<file path="config.mk">
export PLATFORM = sky130hd
export DESIGN_NAME = dock_window_claim
export DESIGN_NICKNAME = d
export VERILOG_FILES = /design/src/rtl/dwc_pkg.sv /design/src/rtl/dwc_window_match.sv /design/src/rtl/dwc_retry_memory.sv /design/src/rtl/dwc_claim_fsm.sv /design/src/rtl/dock_window_claim.sv
export SDC_FILE = /design/constraint.sdc
export NUM_CORES = 1
export LEC_CHECK = 0
export BUFFER_PORTS_ARGS = -buffer_cell sky130_fd_sc_hd__buf_2
export CORE_ASPECT_RATIO = 1.5
export CORE_MARGIN = 5
export CORE_UTILIZATION = 41
export CTS_CLUSTER_DIAMETER = 150
export DETAILED_ROUTE_END_ITERATION = 16
export PLACE_DENSITY = 0.78
export RECOVER_POWER = 25
export SETUP_SLACK_MARGIN = 0.15
export SLEW_MARGIN = 10
export SYNTH_ARGS = -nofsm -noshare
export SYNTH_HDL_FRONTEND = slang
export SYNTH_SLANG_ARGS = --single-unit
</file>
<file path="constraint.sdc">
create_clock -name clk -period 2.4 [get_ports clk]
set_input_delay 0.12 -clock clk [delete_from_list [all_inputs] [get_ports clk]]
set_output_delay 0.12 -clock clk [all_outputs]
set_load 0.02 [all_outputs]
</file>
<file path="src/rtl/dwc_pkg.sv">
package dwc_pkg;

   typedef enum logic [1:0] {
      ST_IDLE,
      ST_WAIT,
      ST_RETRY,
      ST_TURN
   } claim_st_e;

   localparam logic [3:0] CMD_IO_RD  = 4'h2;
   localparam logic [3:0] CMD_IO_WR  = 4'h3;
   localparam logic [3:0] CMD_MEM_RD = 4'h6;
   localparam logic [3:0] CMD_MEM_WR = 4'h7;

   // Command accepted by a window of the given space (1 = I/O, 0 = memory)
   function automatic logic cmd_fits(input logic [3:0] cmd, input logic io_space);
      if (io_space) return (cmd == CMD_IO_RD) || (cmd == CMD_IO_WR);
      return (cmd == CMD_MEM_RD) || (cmd == CMD_MEM_WR);
   endfunction

endpackage

</file>
<file path="src/rtl/dwc_window_match.sv">
module dwc_window_match #(
   parameter int AW   = 32,
   parameter int NWIN = 4
) (
   input  logic [AW-1:0]      addr_i,
   input  logic [3:0]         cmd_i,
   input  logic [NWIN-1:0]    win_en_i,
   input  logic [NWIN-1:0]    win_io_i,
   input  logic [NWIN-1:0]    win_isa_i,
   input  logic [NWIN*AW-1:0] win_base_i,
   input  logic [NWIN*AW-1:0] win_mask_i,
   output logic               hit_o,
   output logic               isa_o
);
   import dwc_pkg::*;

   logic [NWIN-1:0] hit_vec;

   for (genvar w = 0; w < NWIN; w++) begin : g_win
      logic [AW-1:0] base_w;
      logic [AW-1:0] mask_w;
      assign base_w     = win_base_i[w*AW +: AW];
      assign mask_w     = win_mask_i[w*AW +: AW];
      assign hit_vec[w] = win_en_i[w] && cmd_fits(cmd_i, win_io_i[w])
                          && (((addr_i ^ base_w) & mask_w) == '0);
   end

   // Lowest-numbered matching window decides the ISA marking
   always_comb begin
      hit_o = |hit_vec;
      isa_o = 1'b0;
      for (int w = NWIN - 1; w >= 0; w--) begin
         if (hit_vec[w]) isa_o = win_isa_i[w];
      end
   end

endmodule

</file>
<file path="src/rtl/dwc_retry_memory.sv">
module dwc_retry_memory #(
   parameter int AW        = 32,
   parameter bit MATCH_CMD = 1'b1
) (
   input  logic          clk,
   input  logic          rst_n,
   input  logic          capture_i,
   input  logic [AW-1:0] cap_addr_i,
   input  logic [3:0]    cap_cmd_i,
   input  logic [AW-1:0] probe_addr_i,
   input  logic [3:0]    probe_cmd_i,
   input  logic          take_skip_i,
   input  logic          verdict_valid_i,
   input  logic          verdict_dest_i,
   output logic          skip_o
);
   logic [AW-1:0] lat_addr_q;
   logic [3:0]    lat_cmd_q;
   logic          lat_valid_q;
   logic          armed_q;
   logic          cmd_same;

   if (MATCH_CMD) begin : g_full_cmd
      assign cmd_same = (probe_cmd_i == lat_cmd_q);
   end else begin : g_space_only
      // Read and write of one space count as the same cycle
      assign cmd_same = (probe_cmd_i[3:1] == lat_cmd_q[3:1]);
   end

   assign skip_o = armed_q && lat_valid_q && cmd_same && (probe_addr_i == lat_addr_q);

   always_ff @(posedge clk) begin
      if (!rst_n) begin
         lat_addr_q  <= '0;
         lat_cmd_q   <= '0;
         lat_valid_q <= 1'b0;
         armed_q     <= 1'b0;
      end else if (capture_i) begin
         lat_addr_q  <= cap_addr_i;
         lat_cmd_q   <= cap_cmd_i;
         lat_valid_q <= 1'b1;
         armed_q     <= 1'b0;
      end else if (take_skip_i) begin
         armed_q     <= 1'b0;
      end else if (verdict_valid_i && lat_valid_q) begin
         armed_q     <= !verdict_dest_i;
      end
   end

endmodule

</file>
<file path="src/rtl/dwc_claim_fsm.sv">
module dwc_claim_fsm #(
   parameter int MED_EDGE = 2
) (
   input  logic clk,
   input  logic rst_n,
   input  logic start_i,
   input  logic slow_i,
   input  logic frame_n_i,
   input  logic devsel_n_i,
   output logic devsel_n_o,
   output logic stop_n_o,
   output logic oe_o,
   output logic capture_o,
   output logic idle_o
);
   import dwc_pkg::*;

   localparam int SLOW_EDGE = MED_EDGE + 1;
   localparam int CNT_W     = $clog2(SLOW_EDGE + 1);

   claim_st_e        st_q;
   logic [CNT_W-1:0] cnt_q;
   logic [CNT_W-1:0] cnt_nxt;
   logic             slow_q;
   logic             seen_q;
   logic             seen_nxt;
   logic             med_due;
   logic             slow_due;
   logic             go_claim;
   logic             give_up;

   always_comb begin
      cnt_nxt  = cnt_q + 1'b1;
      seen_nxt = seen_q | ~devsel_n_i;
      med_due  = !slow_q && (cnt_nxt == CNT_W'(MED_EDGE));
      slow_due = slow_q && (cnt_nxt == CNT_W'(SLOW_EDGE));
      go_claim = (st_q == ST_WAIT) && (med_due || (slow_due && !seen_nxt));
      give_up  = (st_q == ST_WAIT) && slow_due && seen_nxt;
   end

   assign capture_o = go_claim;
   assign idle_o    = (st_q == ST_IDLE);

   always_ff @(posedge clk) begin
      if (!rst_n) begin
         st_q       <= ST_IDLE;
         cnt_q      <= '0;
         slow_q     <= 1'b0;
         seen_q     <= 1'b0;
         devsel_n_o <= 1'b1;
         stop_n_o   <= 1'b1;
         oe_o       <= 1'b0;
      end else begin
         unique case (st_q)
            ST_IDLE: begin
               if (start_i) begin
                  st_q   <= ST_WAIT;
                  cnt_q  <= '0;
                  seen_q <= 1'b0;
                  slow_q <= slow_i;
               end
            end
            ST_WAIT: begin
               cnt_q  <= cnt_nxt;
               seen_q <= seen_nxt;
               if (go_claim) begin
                  st_q       <= ST_RETRY;
                  devsel_n_o <= 1'b0;
                  stop_n_o   <= 1'b0;
                  oe_o       <= 1'b1;
               end else if (give_up) begin
                  st_q <= ST_IDLE;
               end
            end
            ST_RETRY: begin
               if (frame_n_i) begin
                  st_q       <= ST_TURN;
                  devsel_n_o <= 1'b1;
                  stop_n_o   <= 1'b1;
               end
            end
            ST_TURN: begin
               st_q <= ST_IDLE;
               oe_o <= 1'b0;
            end
            default: st_q <= ST_IDLE;
         endcase
      end
   end

endmodule

</file>
<file path="src/rtl/dock_window_claim.sv">
module dock_window_claim #(
   parameter int AW        = 32,
   parameter int NWIN      = 4,
   parameter int MED_EDGE  = 2,
   parameter bit MATCH_CMD = 1'b1
) (
   input  logic               clk,
   input  logic               rst_n,
   input  logic               frame_n_i,
   input  logic [AW-1:0]      ad_i,
   input  logic [3:0]         cbe_i,
   input  logic               devsel_n_i,
   input  logic               slow_en_i,
   input  logic [NWIN-1:0]    win_en_i,
   input  logic [NWIN-1:0]    win_io_i,
   input  logic [NWIN-1:0]    win_isa_i,
   input  logic [NWIN*AW-1:0] win_base_i,
   input  logic [NWIN*AW-1:0] win_mask_i,
   input  logic               verdict_valid_i,
   input  logic               verdict_dest_i,
   output logic               devsel_n_o,
   output logic               stop_n_o,
   output logic               trdy_n_o,
   output logic               ctl_oe_o
);
   if (AW < 4) begin : g_bad_aw
      $error("dock_window_claim: AW must be at least 4");
   end
   if (NWIN < 1) begin : g_bad_nwin
      $error("dock_window_claim: NWIN must be at least 1");
   end
   if (MED_EDGE < 1) begin : g_bad_med
      $error("dock_window_claim: MED_EDGE must be at least 1");
   end

   logic          frame_q;
   logic          fsm_idle;
   logic          start_edge;
   logic          win_hit;
   logic          win_isa;
   logic          skip;
   logic          claim_start;
   logic          take_skip;
   logic          capture;
   logic [AW-1:0] cur_addr_q;
   logic [3:0]    cur_cmd_q;

   always_ff @(posedge clk) begin
      if (!rst_n) frame_q <= 1'b1;
      else        frame_q <= frame_n_i;
   end

   assign start_edge  = fsm_idle && frame_q && !frame_n_i;
   assign claim_start = start_edge && win_hit && !skip;
   assign take_skip   = start_edge && win_hit && skip;

   always_ff @(posedge clk) begin
      if (!rst_n) begin
         cur_addr_q <= '0;
         cur_cmd_q  <= '0;
      end else if (claim_start) begin
         cur_addr_q <= ad_i;
         cur_cmd_q  <= cbe_i;
      end
   end

   dwc_window_match #(.AW(AW), .NWIN(NWIN)) u_match (
      .addr_i     (ad_i),
      .cmd_i      (cbe_i),
      .win_en_i   (win_en_i),
      .win_io_i   (win_io_i),
      .win_isa_i  (win_isa_i),
      .win_base_i (win_base_i),
      .win_mask_i (win_mask_i),
      .hit_o      (win_hit),
      .isa_o      (win_isa)
   );

   dwc_retry_memory #(.AW(AW), .MATCH_CMD(MATCH_CMD)) u_mem (
      .clk             (clk),
      .rst_n           (rst_n),
      .capture_i       (capture),
      .cap_addr_i      (cur_addr_q),
      .cap_cmd_i       (cur_cmd_q),
      .probe_addr_i    (ad_i),
      .probe_cmd_i     (cbe_i),
      .take_skip_i     (take_skip),
      .verdict_valid_i (verdict_valid_i),
      .verdict_dest_i  (verdict_dest_i),
      .skip_o          (skip)
   );

   dwc_claim_fsm #(.MED_EDGE(MED_EDGE)) u_fsm (
      .clk        (clk),
      .rst_n      (rst_n),
      .start_i    (claim_start),
      .slow_i     (slow_en_i && win_isa),
      .frame_n_i  (frame_n_i),
      .devsel_n_i (devsel_n_i),
      .devsel_n_o (devsel_n_o),
      .stop_n_o   (stop_n_o),
      .oe_o       (ctl_oe_o),
      .capture_o  (capture),
      .idle_o     (fsm_idle)
   );

   // Retry only: data is never accepted
   assign trdy_n_o = 1'b1;

endmodule

</file>
==> Word level (Yosys, flattened, before mapping) <==
Index checks and enable logic that the tools add are counted.
{ "totals": {"ff_bits": 83, "output_inout_bits": 4, "wordCells": 117} }
{ "op_classes": {"addsub": 1, "eq_ne": 15, "n_mux": 30, "n_bitwise": 11, "n_reduce_logical": 47} }
{ "op_table": {"columns": ["cell", "n"], "rows": [
  ["$and 32x32->32", 4],
  ["$logic_not 32->1", 4],
  ["$xor 32x32->32", 4],
  ["$eq 32x32->1", 1],
  ["$logic_and 1x1->1", 24],
  ["$mux 1", 20],
  ["$mux 2", 5],
  ["$eq 2x2->1 const B", 4],
  ["$eq 4x2->1 const B", 2],
  ["$eq 4x3->1 const B", 2],
  ["$pmux 2 s4", 1],
  ["$pmux 1 s2", 3],
  ["$reduce_and 2->1", 3],
  ["$reduce_and 3->1", 2],
  ["$reduce_bool 2->1", 3],
  ["$logic_not 1->1", 5],
  ["$eq 4x4->1", 1],
  ["$ne 2x2->1 const B", 2],
  ["$pmux 2 s2", 1],
  ["$reduce_or 4->1", 1],
  ["$logic_or 1x1->1", 3],
  ["$ne 3x2->1 const B", 1],
  ["$reduce_or 3->1", 1],
  ["$add 2x1->2 const B", 1],
  ["5 further kinds", 6]
]} }

==> Depth between registers and ports, before layout <==
{ "depth": {"depth_word": 11, "mapped_depth": 11, "depth_no_buf": 8} }

==> Cells and area by module <==
Synthesis repeated with hierarchy kept, for this count alone.
{ "unflattened": {"hier_cells": 612, "area_unflattened_um2": 5688.0} }
{ "modules_own_cells": {"columns": ["module", "instances", "cells_each", "area_each_um2", "seq_area_each_um2"], "rows": [
  ["dwc_window_match", 1, 229, 1898.1, 0.0],
  ["dwc_retry_memory", 1, 172, 1816.7, 760.7],
  ["dock_window_claim", 1, 164, 1541.5, 740.7],
  ["dwc_claim_fsm", 1, 47, 431.7, 160.2]
]} }

==> Worst setup path after synthesis <==
OpenSTA, ideal clock, no wires.
{ "synth_path": {"kind": "input to register", "start": "in ad_i[0]", "end": "reg cur_addr_q[6]", "setup_ps": 128, "arrival_time_ps": 2228, "t_required_ps": 2272, "path_slack_ps": 44, "cell_stages": 11, "path_buffers": 3, "path_cell_list": "buf_6 xor2_1 a22o_1 a221oi_2 nand4_1 or4_1 a311oi_2 buf_6 buf_12 mux2i_1 nor2_1"} }
{ "synth_via": {"elab_chain_cells": 7} }
{ "synth_lines": {"columns": ["item", "line_no", "text"], "rows": [
  ["from (decl)", "dock_window_claim.sv:10", "input logic [AW-1:0] ad_i,"],
  ["$xor 32x32->32", "dwc_window_match.sv:25", "&& (((addr_i ^ base_w) & mask_w) == '0);"],
  ["$and 32x32->32", "dwc_window_match.sv:25", null],
  ["$logic_not 32->1", "dwc_window_match.sv:25", null],
  ["$logic_and 1x1->1", "dwc_window_match.sv:25", null],
  ["$reduce_or 4->1", "dwc_window_match.sv:30", "hit_o = |hit_vec;"],
  ["$logic_and 1x1->1", "dock_window_claim.sv:54", "assign claim_start = start_edge && win_hit && !skip;"],
  ["$logic_and 1x1->1 (*)", "dock_window_claim.sv:54", null],
  ["to (signal assigned)", "dock_window_claim.sv:62", "cur_addr_q <= ad_i;"],
  ["to (decl)", "dock_window_claim.sv:45", "logic [AW-1:0] cur_addr_q;"]
]} }
Mark *: on every way between the ends. The rest lies on a longest branch, timed or not.
A chain may end at the register's enable or synchronous reset.

==> Worst setup path in the final report <==
{ "layout_path": {"start": "in ad_i[3]", "end": "reg cur_addr_q[10]"} }
The elaborated chain is that of the path after synthesis.

==> results.ini <==
[outcome]
status = finished, final reports clean

[pwr]
pwr-share-seq = 0.373
finalPower_mw = 3.69
p_per_area_nw_per_um2 = 456
comb_power_share = 0.250
cellLeakagePower_nw = 3.74
pwr-share-clk = 0.376
irDropWorstVdd_mv = 0.372
p_switching_mw = 1.05
switching_share = 0.285
p_int_mw = 2.64

[floorplan]
die_y_um = 152
start_util = 0.420
io_pins = 315
die_area_sq_um = 15900
rows = 51
core_area_sq_um = 13100
die_w_um = 105

[synth]
ys_types = 39
ys_ff_latch = 83
synth_top_area_share = 0.302
yosys_warnings = 0
ys_seq_area_frac = 0.302
netlist_top_cells_area = dfxtp_1 30%, xor2_1 27%, mux2i_1 6.4%, a22oi_1 6.0%, nand2_1 5.7%
syn_area_per_cell_sq_um = 8.40
syn_inst = 655
syn-cell-area_sq_um = 5500
synth_nets = 968
yosys.area.top_type = dfxtp_1

[hold_path]
hold_path_class = primary input to register
worstHoldPathCells = 3

[drt]
antenna_left = 0
wl_per_cell_um = 23.2
routed-via-count = 6356
wirelength_um = 27100
first_pass_iters = 5
drc = 0
detail_route.iter0.violations = 624
vias_per_cell = 5.45

[sta]
rsz0062_at_grt = yes
finClkSkew_ns = 0.00816
relSlewSlack = 0.560
hold_ws_ns = 0.0569
max_freq_mhz = 429
min_period_ns = 2.33
finalHoldViolCount = 0
tightestPinTransition_ns = 0.659
fin_crit_sh = 0.972
setup_violations = 0
drv_slew = 0

[critical_path]
cp.required_ns = 2.63
critPathCaptureType = register
critical_path_class = primary input to register
cp_slowest_stage_delay_ns = 0.56
path_cells = buf_8 -> xor2_2 -> a22oi_2 -> nand4_1 -> or4_4 -> a311oi_4 -> buf_6 -> buf_4 -> mux2i_1 -> nor2_1
cp.arrival_ns = 2.56
critPathMaxFanout = 6
reg2reg_depth = 10
start_kind = primary input
crit_slowest_cell = or4_4
rrSetupSlack_ns = 0.16

[placement]
port_buffers = 313
placed_area_sq_um = 7520
dp_cells = 1141
gp_congestion = 0.975
post-dp-hpwl_um = 22300

[global_routing]
grt_use_total = 0.318
grt_max_degree = 41
grt_first_pass_wirelength_um = 38200
grt.overflow.total = 0
antenna_found_initial = 10
first_global_vias = 6424

[clock_tree]
htree_levels = 3
path_clk_slew_ns = 0.06
cts_sinks = 83
cts_tree = yes
clk-insertion-delay-late_ns = 0.34
cts_buffer_depth = 2
cts-root-buf = clkbuf_16
numCtsBuffers = 9

[final_layout]
fin_cells = 1166
layout-drive-gt1-share = 0.431
seq_area_sq_um = 1660
fillers = 1154
multi_input_area_sq_um = 3670
final_area_sq_um = 8100
nets = 1313
areaGrowthSynthToFinish_pct = 47.3

[flow_run]
drv_cap = 0

-- worst paths after layout --
kind,from,endpoint
worst min register to register,cur_cmd_q[2],u_mem.lat_cmd_q[2]
worst max-delay path,ad_i[3],cur_addr_q[10]
worst max register to register,u_mem.lat_addr_q[30],u_fsm.cnt_q[0]
worst min-delay path,cbe_i[0],cur_cmd_q[0]
-- synth_stat cells (all sizes together) --
library cell,number
a211oi,1
a21oi,44
a221oi,7
a222oi,4
a22o,7
a22oi,44
a311oi,1
a31oi,3
and3,7
buf,34
clkbuf,21
conb,1
dfxtp,83
ha,2
inv,5
mux2,1
mux2i,35
nand2,84
nand2b,5
nand3,6
nand3b,2
nand4,15
nor2,43
nor2b,4
nor3,8
nor3b,1
nor4,8
o2111ai,1
o21ai,5
or2,1
or3,1
or4,2
or4b,1
xnor2,1
xor2,167
-- repair_timing --
action,CTS,global route
buffers inserted,1,3
hold buffers,1,0
cloned,1,1
gates resized for setup,14,29
pin swaps,4,13
endpoints found under the hold margin,1,0
setup endpoints to repair,38,37
-- placed cells by master, fill, tap and decap left out, drive strengths merged, types with 2 or more instances in the layout --
master and n:
a222oi 4, nor2 43, a31oi 3, ha 2, mux2i 35, nand4 15
buf 381, nor3 8, o21ai 5, nand2 84, a22oi 44, and3 7
a221oi 7, nand2b 5, or4 2, nor4 8, nand3b 2, nand3 6
dfxtp 83, clkinv 4, a22o 7, a21oi 44, clkbuf 16, inv 6
nor2b 4, xor2 167, diode 2
-- power groups by stage --
stage	Sequential (mW)	Clock [mW]	Combinational, mW
2_1_floorplan	1.41	0	0.357
6_report	1.38	1.39	0.923
3_3_place_gp	1.41	0	0.869
5_1_grt	1.38	1.46	0.973
4_1_cts	1.38	1.40	0.884
3_5_place_dp	1.41	0	0.869
-- cells by family (layout without fill, tap and decap cells) --
group | Yosys count | after routing | synth area share
AND/OR/NAND/NOR | 188 | 188 | 0.155
XOR/XNOR | 168 | 168 | 0.268
AO/OA/AOI/OAI | 117 | 117 | 0.144
flip-flops | 83 | 83 | 0.302
buffers and inverters | 60 | 410 | 0.0601
multiplexers | 36 | 36 | 0.0658
adder cells (fa/ha/maj) | 2 | 2 | 0.00455
other | 1 | 3 | 0.000682
-- through the flow --
step / util / TNS [ns] / worst slack [ns]
final: 0.619 / 0 / 0.0675
after global routing: 0.619 / 0 / 0.0645
after CTS: 0.604 / 0 / 0.160
after detailed placement: 0.575 / -19.71 / -0.574
after global placement: 0.575 / -18.07 / -0.527
after floorplan: - / 0 / 0.150
-- state kept, by name, indices dropped and copies added, names as in the netlist, named ones only --
name and cells:
cur_addr_q 32, u_mem.lat_addr_q 32, cur_cmd_q 4, u_mem.lat_cmd_q 4, u_fsm.cnt_q 2, frame_q 1, u_fsm.oe_o 1, u_fsm.seen_q 1
u_fsm.slow_q 1, u_fsm.st_q 1, u_fsm.stop_n_o 1, u_mem.armed_q 1, u_mem.lat_valid_q 1
-- final cells by class --
class                           instances  area share
Sequential cell                        83       0.205
Antenna cell                            2    0.000618
Tap cell                              159      0.0246
Clock buffer                            9      0.0278
Multi-Input combinational cell        512       0.453
Clock inverter                          7     0.00958
Inverter                                5     0.00232
Timing Repair Buffer                  389       0.276
-- routing by layer --
| layer | wire length, um | vias up | GRT usage |
|---|---|---|---|
| li1 | - | 2925 | - |
| met1 | 9880 | 2970 | 0.368 |
| met2 | 12800 | 374 | 0.522 |
| met3 | 2980 | 71 | 0.119 |
| met4 | 1280 | 16 | 0.140 |
| met5 | 107 | - | 0 |
-- critical path, delay by kind of cell --
family / cells / cell delay (ns)
XOR/XNOR: 1 / 0.16
buffers and inverters: 3 / 0.50
AND/OR/NAND/NOR: 3 / 0.91
AO/OA/AOI/OAI: 2 / 0.63
multiplexers: 1 / 0.23
(Power assumes the default switching activity.)
